==> config.mk <==
export PLATFORM = sky130hd
export DESIGN_NAME = uart_tx_dbuf
export DESIGN_NICKNAME = d
export VERILOG_FILES = /design/src/rtl/uart_tx_pkg.sv /design/src/rtl/uart_tx_parity.sv /design/src/rtl/uart_tx_hold.sv /design/src/rtl/uart_tx_fsm.sv /design/src/rtl/uart_tx_dbuf.sv
export SDC_FILE = /design/constraint.sdc
export NUM_CORES = 1
export LEC_CHECK = 0
export BUFFER_PORTS_ARGS = -buffer_cell sky130_fd_sc_hd__buf_2
export CAP_MARGIN = 25
export CORE_MARGIN = 1
export CORE_UTILIZATION = 50
export CTS_CLUSTER_SIZE = 24
export DETAILED_ROUTE_END_ITERATION = 7
export GPL_TIMING_DRIVEN = 0
export PLACE_DENSITY = 0.81
export SLEW_MARGIN = 30
export SYNTH_ARGS = -nofsm -noshare
export SYNTH_HDL_FRONTEND = slang
export SYNTH_SLANG_ARGS = --single-unit
==> constraint.sdc <==
create_clock -name clk -period 1.7 [get_ports clk]
set_input_delay 0.34 -clock clk [delete_from_list [all_inputs] [get_ports clk]]
set_output_delay 0.34 -clock clk [all_outputs]
set_load 0.02 [all_outputs]
==> src/rtl/uart_tx_pkg.sv <==
package uart_tx_pkg;
    typedef enum logic [2:0] {
        ST_IDLE,
        ST_START,
        ST_DATA,
        ST_PARITY,
        ST_STOP
    } tx_state_t;
endpackage

==> src/rtl/uart_tx_parity.sv <==
module uart_tx_parity #(
    parameter int DATA_W = 8
) (
    input  logic [DATA_W-1:0] data,
    input  logic              odd,
    output logic              par
);
    assign par = (^data) ^ odd;
endmodule

==> src/rtl/uart_tx_hold.sv <==
module uart_tx_hold #(
    parameter int DATA_W = 8
) (
    input  logic              clk,
    input  logic              rst_n,
    input  logic              wr_n,
    input  logic [DATA_W-1:0] din,
    input  logic              xfer,
    output logic              full,
    output logic [DATA_W-1:0] data
);
    logic wr_q;
    logic wr_evt;

    // falling edge of the strobe, so a long low level counts once
    assign wr_evt = wr_q & ~wr_n;

    always_ff @(posedge clk or negedge rst_n) begin
        if (!rst_n) begin
            wr_q <= 1'b1;
            full <= 1'b0;
            data <= '0;
        end else begin
            wr_q <= wr_n;
            if (xfer) begin
                full <= 1'b0;
            end else if (wr_evt && !full) begin
                full <= 1'b1;
                data <= din;
            end
        end
    end
endmodule

==> src/rtl/uart_tx_fsm.sv <==
module uart_tx_fsm
    import uart_tx_pkg::*;
#(
    parameter int DATA_W     = 8,
    parameter int OVERSAMPLE = 16
) (
    input  logic              clk,
    input  logic              rst_n,
    input  logic              tick,
    input  logic              hold_full,
    input  logic [DATA_W-1:0] hold_data,
    input  logic              par_en,
    input  logic              par_bit,
    output logic              xfer,
    output logic              sdo,
    output logic              busy
);
    localparam int CNT_W = (OVERSAMPLE > 1) ? $clog2(OVERSAMPLE) : 1;
    localparam int IDX_W = (DATA_W > 1) ? $clog2(DATA_W) : 1;
    localparam logic [CNT_W-1:0] CNT_TOP  = CNT_W'(OVERSAMPLE - 1);
    localparam logic [IDX_W-1:0] IDX_LAST = IDX_W'(DATA_W - 1);

    tx_state_t         st_q, st_d;
    logic [CNT_W-1:0]  tcnt_q;
    logic [IDX_W-1:0]  idx_q;
    logic [DATA_W-1:0] shreg_q;
    logic              par_q;
    logic              pen_q;
    logic              bit_end;

    assign bit_end = tick && (tcnt_q == CNT_TOP);

    // next state and transfer request
    always_comb begin
        st_d = st_q;
        xfer = 1'b0;
        unique case (st_q)
            ST_IDLE: begin
                if (hold_full) begin
                    st_d = ST_START;
                    xfer = 1'b1;
                end
            end
            ST_START: begin
                if (bit_end) st_d = ST_DATA;
            end
            ST_DATA: begin
                if (bit_end && idx_q == IDX_LAST) st_d = pen_q ? ST_PARITY : ST_STOP;
            end
            ST_PARITY: begin
                if (bit_end) st_d = ST_STOP;
            end
            ST_STOP: begin
                if (bit_end) begin
                    if (hold_full) begin
                        st_d = ST_START;
                        xfer = 1'b1;
                    end else begin
                        st_d = ST_IDLE;
                    end
                end
            end
            default: st_d = ST_IDLE;
        endcase
    end

    // state register and datapath
    always_ff @(posedge clk or negedge rst_n) begin
        if (!rst_n) begin
            st_q    <= ST_IDLE;
            tcnt_q  <= '0;
            idx_q   <= '0;
            shreg_q <= '0;
            par_q   <= 1'b0;
            pen_q   <= 1'b0;
        end else begin
            st_q <= st_d;
            if (xfer) begin
                shreg_q <= hold_data;
                par_q   <= par_bit;
                pen_q   <= par_en;
                tcnt_q  <= '0;
                idx_q   <= '0;
            end else if (tick && st_q != ST_IDLE) begin
                tcnt_q <= (tcnt_q == CNT_TOP) ? '0 : tcnt_q + 1'b1;
                if (bit_end && st_q == ST_DATA) begin
                    shreg_q <= shreg_q >> 1;
                    idx_q   <= idx_q + 1'b1;
                end
            end
        end
    end

    // outputs
    always_comb begin
        sdo  = 1'b1;
        busy = 1'b1;
        unique case (st_q)
            ST_IDLE: begin
                sdo  = 1'b1;
                busy = 1'b0;
            end
            ST_START:  sdo = 1'b0;
            ST_DATA:   sdo = shreg_q[0];
            ST_PARITY: sdo = par_q;
            ST_STOP:   sdo = 1'b1;
            default: begin
                sdo  = 1'b1;
                busy = 1'b0;
            end
        endcase
    end
endmodule

==> src/rtl/uart_tx_dbuf.sv <==
module uart_tx_dbuf #(
    parameter int DATA_W     = 8,
    parameter int OVERSAMPLE = 16
) (
    input  logic              clk,
    input  logic              rst_n,
    input  logic              tick16,
    input  logic [DATA_W-1:0] din,
    input  logic              wr_n,
    input  logic              par_en,
    input  logic              par_odd,
    output logic              sdo,
    output logic              tx_empty,
    output logic              hold_full
);
    logic              xfer;
    logic              busy;
    logic              par_bit;
    logic [DATA_W-1:0] hold_q;

    uart_tx_hold #(.DATA_W(DATA_W)) hold_i (
        .clk   (clk),
        .rst_n (rst_n),
        .wr_n  (wr_n),
        .din   (din),
        .xfer  (xfer),
        .full  (hold_full),
        .data  (hold_q)
    );

    uart_tx_parity #(.DATA_W(DATA_W)) par_i (
        .data (hold_q),
        .odd  (par_odd),
        .par  (par_bit)
    );

    uart_tx_fsm #(.DATA_W(DATA_W), .OVERSAMPLE(OVERSAMPLE)) fsm_i (
        .clk       (clk),
        .rst_n     (rst_n),
        .tick      (tick16),
        .hold_full (hold_full),
        .hold_data (hold_q),
        .par_en    (par_en),
        .par_bit   (par_bit),
        .xfer      (xfer),
        .sdo       (sdo),
        .busy      (busy)
    );

    assign tx_empty = ~busy;
endmodule

* After elaboration in Yosys (flattened, before gate mapping)
Index checks and enable logic that the tools add are counted.
** Cells by class
- Reductions and logical operators :: 16
- Muxes and demuxes :: 24
- Bitwise gates (word level) :: 5
- Equal/unequal tests :: 11
- Add/subtract/negate cells :: 2
** Operators with widths (number)
- 3-bit two-way mux :: 9
- 8-bit two-way mux :: 3
- 3-bit case mux with 5 select lines :: 1
- 4-bit two-way mux :: 3
- 2-bit by 1-bit inequality test with 1-bit output (second input constant) :: 4
- 8-bit XOR reduction :: 1
- 3-bit by 2-bit == test with 1-bit output (second input constant) :: 2
- 3-bit == test (second input constant) :: 2
- 1-bit two-way mux :: 6
- 2-bit nonzero test :: 3
- 1-bit logical AND :: 5
- 5-bit AND reduction :: 1
- 4-bit by 1-bit adder with 4-bit output (second input constant) :: 1
- 4-bit == test (second input constant) :: 1
- 2-bit AND reduction :: 2
- 4-bit OR reduction :: 1
- 3-bit by 1-bit adder with 3-bit output (second input constant) :: 1
- 3-bit by 1-bit == test with 1-bit output (second input constant) :: 1
- 3-bit logical NOT :: 1
- 1-bit inverter :: 3
- 1-bit case mux with 3 select lines :: 1
- 3-bit nonzero test :: 1
- 2-bit inequality test (second input constant) :: 1
- 1-bit case mux with 2 select lines :: 1
- 3 further kinds :: 3
** Storage, ports and cells
- Bits of input ports :: 14
- Bits in registers :: 30
- Logic and storage cells :: 67
- Output and inout bits :: 3

* Logic depth before layout (Yosys ltp)
Gate-level depths: netlist of the first run.
- Depth after elaboration :: 6
- Gate-level depth with buffers :: 7
- Depth with buffers taken out :: 6

* Hierarchy
A second synthesis of the first run with hierarchy kept.
** Unflattened totals
- Cells, all modules :: 147
- Area, all modules :: 1596.5 µm²
** By module, submodules not included
- uart_tx_fsm :: times used 1, cells an instance 117, sequential area each 500.5 µm², area an instance 1129.8 µm²
- uart_tx_hold :: times used 1, cells an instance 22, sequential area each 251.5 µm², area an instance 380.4 µm²
- uart_tx_parity :: times used 1, cells an instance 7, sequential area each 0.0 µm², area an instance 82.6 µm²
- uart_tx_dbuf :: times used 1, cells an instance 1, sequential area each 0.0 µm², area an instance 3.8 µm²

* Least setup slack after synthesis of the first run
Ideal clock, no wire load.
- Path type :: register to register
- Start :: reg fsm_i.tcnt_q[0]
- End :: reg fsm_i.shreg_q[1]
- Data required time :: 1.569 ns
- Setup time :: 0.131 ns
- Cell stages (with the launch flop) :: 8
- Path slack :: -0.150 ns
- Period minus slack after synthesis :: 1.850 ns
- Data arrival time :: 1.719 ns
- Buffers on the path :: 2
- Path through :: dfrtp_1 -> ha_1 -> nand4_4 -> or4b_4 -> buf_6 -> buf_12 -> mux2i_1 -> o21ai_1
** On the way
- Cells in the longest elaborated chain, start to end :: 6
- Elaborated cells on any way between the ends :: 9
- Those cells by class :: eq/ne: 1; mux: 3; reduce/logical: 5
** Ends and longest elaborated chain
- start: declaration :: RTL line uart_tx_fsm.sv:24 : logic [CNT_W-1:0] tcnt_q;
- start signal: assignment :: RTL line uart_tx_fsm.sv:85 : tcnt_q <= (tcnt_q == CNT_TOP) ? '0 : tcnt_q + 1'b1;
- 4-bit == test (*) :: RTL line uart_tx_fsm.sv:31 : assign bit_end = tick && (tcnt_q == CNT_TOP);
- 1-bit logical AND (*) :: RTL line uart_tx_fsm.sv:31
- 1-bit two-way mux :: RTL line uart_tx_fsm.sv:54 : if (bit_end) begin
- 1-bit case mux with 2 select lines :: RTL line uart_tx_fsm.sv:37 : unique case (st_q)
- 2-bit nonzero test (no source line)
- 2-bit AND reduction (no source line)
- end signal: assignment :: RTL line uart_tx_fsm.sv:79 : shreg_q <= hold_data;
- end signal: assignment :: RTL line uart_tx_fsm.sv:87 : shreg_q <= shreg_q >> 1;
- end: declaration :: RTL line uart_tx_fsm.sv:26 : logic [DATA_W-1:0] shreg_q;
Every way passes the cells marked *; elsewhere a longest branch is shown, timed or not.
A chain may end at the register's enable or synchronous reset.

* Worst setup path in the final report of the first run
- Start :: reg fsm_i.tcnt_q[0]
- End :: reg fsm_i.shreg_q[2]
Same word-level chain as after synthesis.

==> results of run 1 <==
==> layout make-up <==
class	count	area, um^2	area share, %
flip-flops and latches	30	752	40.0
multi-input cells	93	714	38.0
repair buffers	34	228	12.1
plain buffers	6	72.6	3.86
clock buffers	7	55.1	2.93
well taps	31	38.8	2.06
inverters	4	15.0	0.798
clock inverters	1	5.00	0.266
==> cell families after synthesis <==
group / after synthesis / synth area share [%]
adders and majority gates: 3 / 2.52
buffers and inverters: 11 / 4.37
and+or+nand+nor: 32 / 11.9
DFF: 30 / 50.5
xor gates and xnor gates: 10 / 6.81
AOI/OAI and AO/OA: 33 / 13.0
muxes: 15 / 10.8
==> power by group <==
part	leakage [nW]	switching, mW	internal, mW	total, mW
Combinational	0.525	0.579	0.743	1.32
Clock	0.0353	0.241	0.200	0.441
Sequential	0.369	0.230	0.989	1.22
Total	0.930	1.05	1.93	2.98
==> routing by layer <==
| metal | part of all wire (%) | vias to the layer above | GRT usage (%) |
|---|---|---|---|
| met5 | 0 | - | 0 |
| met1 | 42 | 542 | 25.2 |
| li1 | - | 554 | - |
| met4 | 2.0 | 0 | 8.01 |
| met2 | 52 | 23 | 37.3 |
| met3 | 4.2 | 8 | 7.14 |
==> metrics by stage <==
step	power, mW	hold slack [ns]	cells	setup WS (ns)
after floorplan	2.04	0.0444	134	-0.0784
after global placement	2.24	0.400	181	-0.204
after detailed placement	2.30	0.413	181	-0.265
after CTS	2.92	0.0468	199	-0.0260
after global routing	3.22	0.0726	206	-0.107
final	2.98	0.0323	206	-0.0475
==> repair_timing <==
item / in CTS / in global routing
pin swaps: 1 / 4
hold endpoints to repair: 0 / 0
resized for setup: 14 / 12
endpoints found under the setup margin: 19 / 24
setup buffers: 11 / 7
==> state kept, by name, summed over array words and instances (netlist names) <==
| register | cells |
|---|---|
| fsm_i.st_q | 3 |
| fsm_i.tcnt_q | 4 |
| hold_i.data | 8 |
| fsm_i.pen_q | 1 |
| hold_i.full | 1 |
| fsm_i.par_q | 1 |
| fsm_i.shreg_q | 8 |
| hold_i.wr_q | 1 |
| fsm_i.idx_q | 3 |
==> placed cells by master (no fill, tap or decap), types with 3 or more instances in the layout <==
cell / Yosys / final
clkbuf_4: 0 / 6
nand2_1: 16 / 16
mux2_2: 8 / 8
nor2_1: 6 / 5
buf_2: 0 / 14
xnor2_1: 4 / 4
a21oi_1: 10 / 10
o21ai_1: 2 / 3
buf_6: 1 / 3
inv_1: 4 / 4
a31oi_1: 3 / 3
mux2i_1: 7 / 7
o21ai_0: 10 / 9
xor2_1: 5 / 4
buf_4: 0 / 18
dfrtp_1: 29 / 29
==> Yosys cell counts, types with 2 or more instances <==
| cell type | instances |
|---|---|
| dfrtp_1 | 29 |
| nand2_1 | 16 |
| a21oi_1 | 10 |
| o21ai_0 | 10 |
| mux2_2 | 8 |
| mux2i_1 | 7 |
| nor2_1 | 6 |
| clkbuf_1 | 5 |
| xor2_1 | 5 |
| inv_1 | 4 |
| xnor2_1 | 4 |
| a31oi_1 | 3 |
| ha_1 | 3 |
| o21ai_1 | 2 |
| o22ai_1 | 2 |
==> worst min path at each step <==
stage                                   endpoint  cells past startpoint
detailed placement   fsm_i.tcnt_q[0]$_DFFE_PN0P_                      1
global placement     fsm_i.tcnt_q[0]$_DFFE_PN0P_                      1
CTS                  fsm_i.tcnt_q[3]$_DFFE_PN0P_                      1
floorplan             fsm_i.idx_q[0]$_DFFE_PN0P_                      0
finish               fsm_i.tcnt_q[0]$_DFFE_PN0P_                      1
global route        fsm_i.shreg_q[5]$_DFFE_PN0P_                      1
==> flow_results.org, run 1 <==
** Status
- Outcome :: finished, violations left
- Violated checks :: negative setup slack

** Critical path
- The most critical setup path has its startpoint at fsm_i.tcnt_q[0]$_DFFE_PN0P_.
- Endpoint kind of the worst setup timing path :: register
- Worst path depth :: 6
- Grouping stages by cell kind, the critical path spends the most delay in simple AND/OR/NAND/NOR gates.
- Setup slack on the worst flop-to-flop path :: -0.05 ns
- The slowest stage of the critical path is the or4b_4 cell.
- In this run the worst path has a maximum fanout of 10.
- The signal on the critical path passes through ha_4 -> nand4_4 -> or4b_4 -> buf_12 -> o22ai_1 -> a31oi_1.
- For the worst flop-to-flop path, the logic depth is 6.
- Endpoint of the lowest-slack register-to-register path :: fsm_i.shreg_q[2]$_DFFE_PN0P_
- CP Class :: register to register
- STA classifies the critical path startpoint as a register.
- Counting both buffers and inverters, the worst setup path holds a total of 1.
- Highest cell delay on the worst timing path :: 0.57 ns
- Reg2Reg Launch Point :: fsm_i.tcnt_q[0]$_DFFE_PN0P_
- Worst Path Arrival :: 1.96 ns
- Required time at the endpoint of the critical path :: roughly 1.9 ns
- Crit path to :: fsm_i.shreg_q[2]$_DFFE_PN0P_

** STA
- For the finished layout, the period the worst path requires is 1.75 ns.
- Slew margin rel. :: 56.7%
- Based on the critical path, the design can be clocked at up to 0.572 GHz.
- Adding up every negative setup slack in the final design gives -0.150 ns.
- On the final layout, the worst clock skew is 0.00324 ns.
- Slew of the pin with the lowest slew margin :: approximately 0.65 ns
- The number of hold-slack violations in the final timing report came to 0.
- Once routing completed, OpenROAD measured the worst setup slack at -0.0475 ns.
- In the finished design, the share of the clock period the worst path needs comes to 103%.
- Setup violations remaining at the end of the flow were counted as 5.
- Setup repair after global routing could not meet its margin everywhere.
- Max-slew violation count :: 0

** Final layout
- From synthesis to final layout, the design area changed by 26.4%.
- Layout cells sized above 1 :: 38.3%
- Antenna cells :: 0
- With fillers left out, the area of the finished cells amounts to 1880 um^2.
- The filler cells instantiated in the layout total 210.
- Utilization after layout :: approximately two thirds
- The net count of the finished layout is roughly 190.

** CTS
- TritonCTS created 5 clock buffers.
- TritonCTS built the clock tree.
- In this run, post-CTS hold repair placed 0 buffers.
- Counting along the longest clock path gives a buffer depth of 2.
- Clock-pin transition on the worst setup and hold timing paths :: around 0.090 ns
- Clock latency of the later-clocked register in the worst-skew pair :: roughly 0.32 ns
- CTS sink cnt :: 30
- Root buffer cell :: clkbuf_4
- The clock tree synthesis step divided the H-tree into 2 levels.

** Synthesis
- After synthesis, flip-flops and latches occupy between 50% and 60% of the total area.
- Async set-reset flop share out of synthesis :: 100%
- Yosys mapped a number of flops with a built-in enable equal to 0.
- In the synthesized netlist, the number of instances is 134.
- Syn_area_per_cell :: 11.1 um^2
- The largest total area in the synthesized netlist belongs to dfrtp_1.
- Number of flip-flops and latches in the synthesized netlist :: 30
- The synthesized netlist occupies a cell area of 1490 um^2.
- The number of nets in the synthesized netlist is around 150.
- In the synthesized netlist the dominant register cell turns out to be dfrtp_1.
- In this run, distinct cell masters in the synthesized netlist total 35.
- Sorting the synthesized cells by area gives the leading types as dfrtp_1 (49%), mux2_2 (6.1%), mux2i_1 (4.7%).
- After synthesis, the largest area contributor takes up 48.8% of total cell area.
- During synthesis, Yosys emitted a total of 0 warnings.

** GRT
- The number of antenna violations at the first check in global routing is 0.
- Entering global routing, the biggest net connects 31 pins.
- First-pass GRT wire length :: about 5.2 mm
- Total overflow reported by the global router :: 0
- Across every metal layer, demand over resource in global routing totals around 22%.
- The via count of the first global-routing pass was 1157.

** Placement
- Placed cell area :: 1620 um^2
- Number of buffers inserted by port buffering :: 16
- The congestion estimate from routability-driven global placement came to 0.816.
- Detailed placement ended at an HPWL of 1.90 mm.

** Route
- In the routed layout, each cell is associated on average with a via count of 5.47.
- After detailed routing, the number of remaining DRC violations is 0.
- Total Routed Length :: roughly 2.9 mm
- Overall via count from detail_route :: 1127
- TritonRoute pass-1 iters :: 4
- Antenna violation net count after detailed routing :: 0
- Wire length per cell :: 14.3 um
- Number of design-rule violations left by the first detailed-router iteration :: 26

** Die
- The initialized floorplan defines 19 standard-cell rows.
- Starting density of the core :: 53.5%
- The floorplan step defined a die boundary enclosing 3200 um^2.
- Measured along the y axis, the die boundary spans 56.5 um.
- The die is 56.5 um wide.
- 17 I/O pins were placed.
- Std-Cell Core Area :: between 2000 and 3000 um^2

** Flow run
- Number of max-capacitance violations reported :: 0

** Power and ir drop
- Summed over all cells, the static leakage comes to 0.930 nW.
- Maximum resistive drop on vdd :: 1150 uV
- Power density relative to cell area :: 1590 nW/um^2

** Worst hold path
- Hold crit path type :: input pin to async pin
(Power assumes the default switching activity.)
==> inputs of run 2 (changes only) <==
Settings changed: CORE_UTILIZATION 50 to 45, PLACE_DENSITY 0.81 to 0.75.
==> flow_results.org, run 2 (same netlist as run 1, synthesis figures left out) <==
** Placement
- The last weighted congestion value of the routability-driven placer is 0.875 (+7.2%).
- Number of buffers inserted by port buffering :: 16 (unchanged)
- Placed cell area :: 1640 um^2 (+1.0%)
- Placed wire-length estimate :: 1.88 mm (-1.3%)
- Worst setup timing slack at the placement stage :: -0.231 ns (+0.0337 ns)

** STA
- The fmax came to 0.582 GHz (+1.7%).
- Unrepaired setup endpoints after global routing :: yes
- The final-report setup violation count came to 3 (-2).
- The number of hold-slack violations in the final timing report was 0 (unchanged).
- The final clock period utilization by the worst path came to 101% (-1.7 points).
- The worst-case setup margin in the final layout came to -0.0183 ns (+0.0292 ns).
- The time the worst path needs with I/O delays and setup is 1.72 ns (-0.0292 ns).
- The headroom to the max-slew limit is 54.6% (-2.2 points).
- Slew of the pin with the lowest slew margin :: 0.679 ns (+0.0296 ns)
- The worst clock skew on the final layout came to 0.00868 ns (+0.00545 ns).
- Max-slew violation count :: 0 (unchanged)
- Minimum hold slack :: 0.0127 ns (-0.0195 ns)

** Final layout
- Antenna cells :: 0 (unchanged)
- The largest registers in the layout are fsm_i.shreg_q: 8 flops, hold_i.data: 8 flops, fsm_i.tcnt_q: 4 flops.
- In the layout the commonest cells are dfrtp_1 (28), nand2_1 (16), buf_2 (14), buf_4 (14), a21oi_1 (10).
- The final-stage net count is 188 (-1.6%).
- Most common cell after layout, fill and taps aside :: dfrtp_1
- Area added between synthesis and finish :: 27.0%
- The filler cell count in the final layout is 250 (+19%).
- Layout cells sized above 1 :: 39.0% (+0.67 points)
- Utilization after layout :: 60.9% (-6.7 points)
- Final cell area excluding filler cells :: 1890 um^2 (+0.47%)

** Route
- The remaining antenna violation count after routing is 0 (unchanged).
- The detail-routed via count per cell came to 5.17 (-5.5%).
- The wire length on met1 is 1.42 mm (+14%).
- Total Routed Length :: 3.11 mm (+5.5%)
- Routed met3 length :: 145 um (+17%)
- In this run the top signal layer used is met4.
- The number of search-and-repair iterations in the first detailed-routing pass is 4 (unchanged).
- The met2 wire length is 1.52 mm (+0.13%).
- Overall via count from detail_route :: 1117 (-0.89%)
- The wire length per cell came to 14.4 um (+0.61%).
- Number of design-rule violations left by the first detailed-router iteration :: 76 (+190%)
- DRC :: 0 (unchanged)

** Power and ir drop
- The power after layout was 2.97 mW (-0.43%).
- The switching power of the nets came to 1.08 mW (+2.5%).
- The power density over cell area is 1570 nW/um^2 (-0.89%).
- The proportion of power drawn by combinational gates was 42.9% (-1.4 points).
- Clk network pwr share :: 15.4% (+0.6 points)
- Maximum resistive drop on vdd :: 920 uV (-20%)
- The standby leakage power is 0.917 nW (-1.4%).
- Cell internal power dissipation :: 1.89 mW (-2.0%)
- The switching power share of the total is 36.2% (+1.0 points).
- The power share of the sequential group is 41.7% (+0.8 points).

** Critical path
- The worst setup path is of the register to output pin kind.
- Setup slack on the worst flop-to-flop path :: -0.01 ns (+0.04 ns)
- The largest fanout on the critical path is 3 (-7).
- Most repeated library cell on the critical path :: buf_6
- Worst Path Arrival :: 1.38 ns (-0.58 ns)
- The longest individual stage delay on the worst path came to 0.43 ns (-0.14 ns).
- Sort of element at the start of the critical path :: register
- Cell with the largest stage delay on the worst path :: dfrtp_1
- The endpoint identified for the worst register-to-register timing path is fsm_i.idx_q[2]$_DFFE_PN0P_.
- The worst setup path is captured at an output pin.
- The worst endpoint required time is 1.36 ns (-0.55 ns).
- Reg2Reg Launch Point :: fsm_i.tcnt_q[0]$_DFFE_PN0P_
- Walking the worst path, the cells encountered are buf_6 -> a311o_1 -> buf_6.
- Depth of the most critical reg-to-reg path :: 6 (unchanged)

** CTS
- The clock network latency to the later pin of the worst-skew pair came to 0.34 ns (+0.02 ns).
- Number of buffers between clock root and the deepest sink :: 2 (unchanged)
- Clock tree from TritonCTS :: yes
- The number of clock sinks is 30 (unchanged).
- Root buffer cell :: clkbuf_4
- The number of H-tree branching levels came to 2 (unchanged).
- Clock-pin transition on the worst setup and hold timing paths :: 0.10 ns (about the same)
- The number of buffers inserted for hold repair after clock tree synthesis was 0 (unchanged).
- Number of clock buffers inserted by TritonCTS :: 5 (unchanged)

** Die
- The number of rows created at floorplan is 20 (+1).
- The I/O pin count was 17 (unchanged).
- DIE WIDTH :: 59.5 um (+5.2%)
- Starting density of the core :: 47.9% (-5.5 points)
- Die Footprint :: 3540 um^2 (+11%)
- The area inside the core boundary came to 3100 um^2 (+12%).
- Die height :: 59.5 um (+5.2%)

** GRT
- The via count of the first global-routing pass is 1064 (-8.0%).
- The number of antenna violations at the first check in global routing came to 0 (unchanged).
- The final global-route overflow total is 0 (unchanged).
- The global-route wire length before repair was 4.93 mm (-4.6%).
- The pin count of the biggest net entering global routing came to 31 (unchanged).
- The global router's overall resource usage came to 19.4% (-2.3 points).

** Worst hold path
- The min-delay analysis places its worst path in the category input pin to async pin.

** Status
- The run finished, with violations left.
- The checks that failed: negative setup slack.

** Flow run
- The total of max-cap violations is 0 (unchanged).
[run 2: cell types whose count changed in the layout (fill, tap and decap cells not counted), sizes merged]
cell,change
buf,-2
clkbuf,-1
[run 2: critical path, delay by kind of cell (launching register included)]
kind | cells | cell delay [ns]
flops | 1 | 0.43
compound gates | 1 | 0.34
buf+inv | 2 | 0.28
[run 2: worst max path at each step]
stage                                      startpoint                           end  slack [ns]
after CTS                   fsm_i.st_q[1]$_DFFE_PN0P_                           sdo       -0.06
after global placement      fsm_i.st_q[1]$_DFFE_PN0P_       fsm_i.pen_q$_DFFE_PN0P_       -0.21
after global routing      fsm_i.tcnt_q[1]$_DFFE_PN0P_  fsm_i.shreg_q[6]$_DFFE_PN0P_       -0.07
after detailed placement    fsm_i.st_q[1]$_DFFE_PN0P_       fsm_i.pen_q$_DFFE_PN0P_       -0.23
after floorplan           fsm_i.tcnt_q[0]$_DFFE_PN0P_  fsm_i.shreg_q[1]$_DFFE_PN0P_       -0.08
final                       fsm_i.st_q[2]$_DFFE_PN0P_                           sdo       -0.02
[run 2: timing repair]
item	CTS	global route
resized for setup	17	16
buffers inserted	8	7
endpoints found under the hold margin	0	0
setup endpoints to repair	19	19
pin swaps	2	2
[run 2: final cells by class]
| cell class | instances | area, um^2 | share of cell area (%) |
|---|---|---|---|
| multi-input combinational | 93 | 721 | 38.1 |
| clock inverter | 1 | 5.00 | 0.265 |
| inverter | 4 | 15.0 | 0.795 |
| sequential | 30 | 753 | 39.9 |
| clock buffer | 7 | 55.1 | 2.91 |
| tap | 44 | 55.1 | 2.91 |
| timing repair buffer | 31 | 209 | 11.1 |
| buffer | 6 | 76.3 | 4.04 |
[run 2: metrics by stage]
step	setup TNS, ns	cells
final	-0.0317	216
after floorplan	-0.426	134
after global placement	-2.65	194
after global routing	-0.356	216
after detailed placement	-3.07	194
after CTS	-0.276	209
[run 2: per-layer routing]
metal,GRT usage (%),vias to the layer above
li1,-,541
met1,25.2,540
met2,30.8,33
met3,7.21,3
met4,4.98,0
met5,0,-
[run 2: power groups by stage]
stage	clock [mW]	sequential (mW)	combinational (mW)
3_3_place_gp	0	1.23	1.01
6_report	0.458	1.24	1.27
3_5_place_dp	0	1.25	1.05
5_1_grt	0.502	1.27	1.40
2_1_floorplan	0	1.20	0.848
4_1_cts	0.466	1.23	1.18
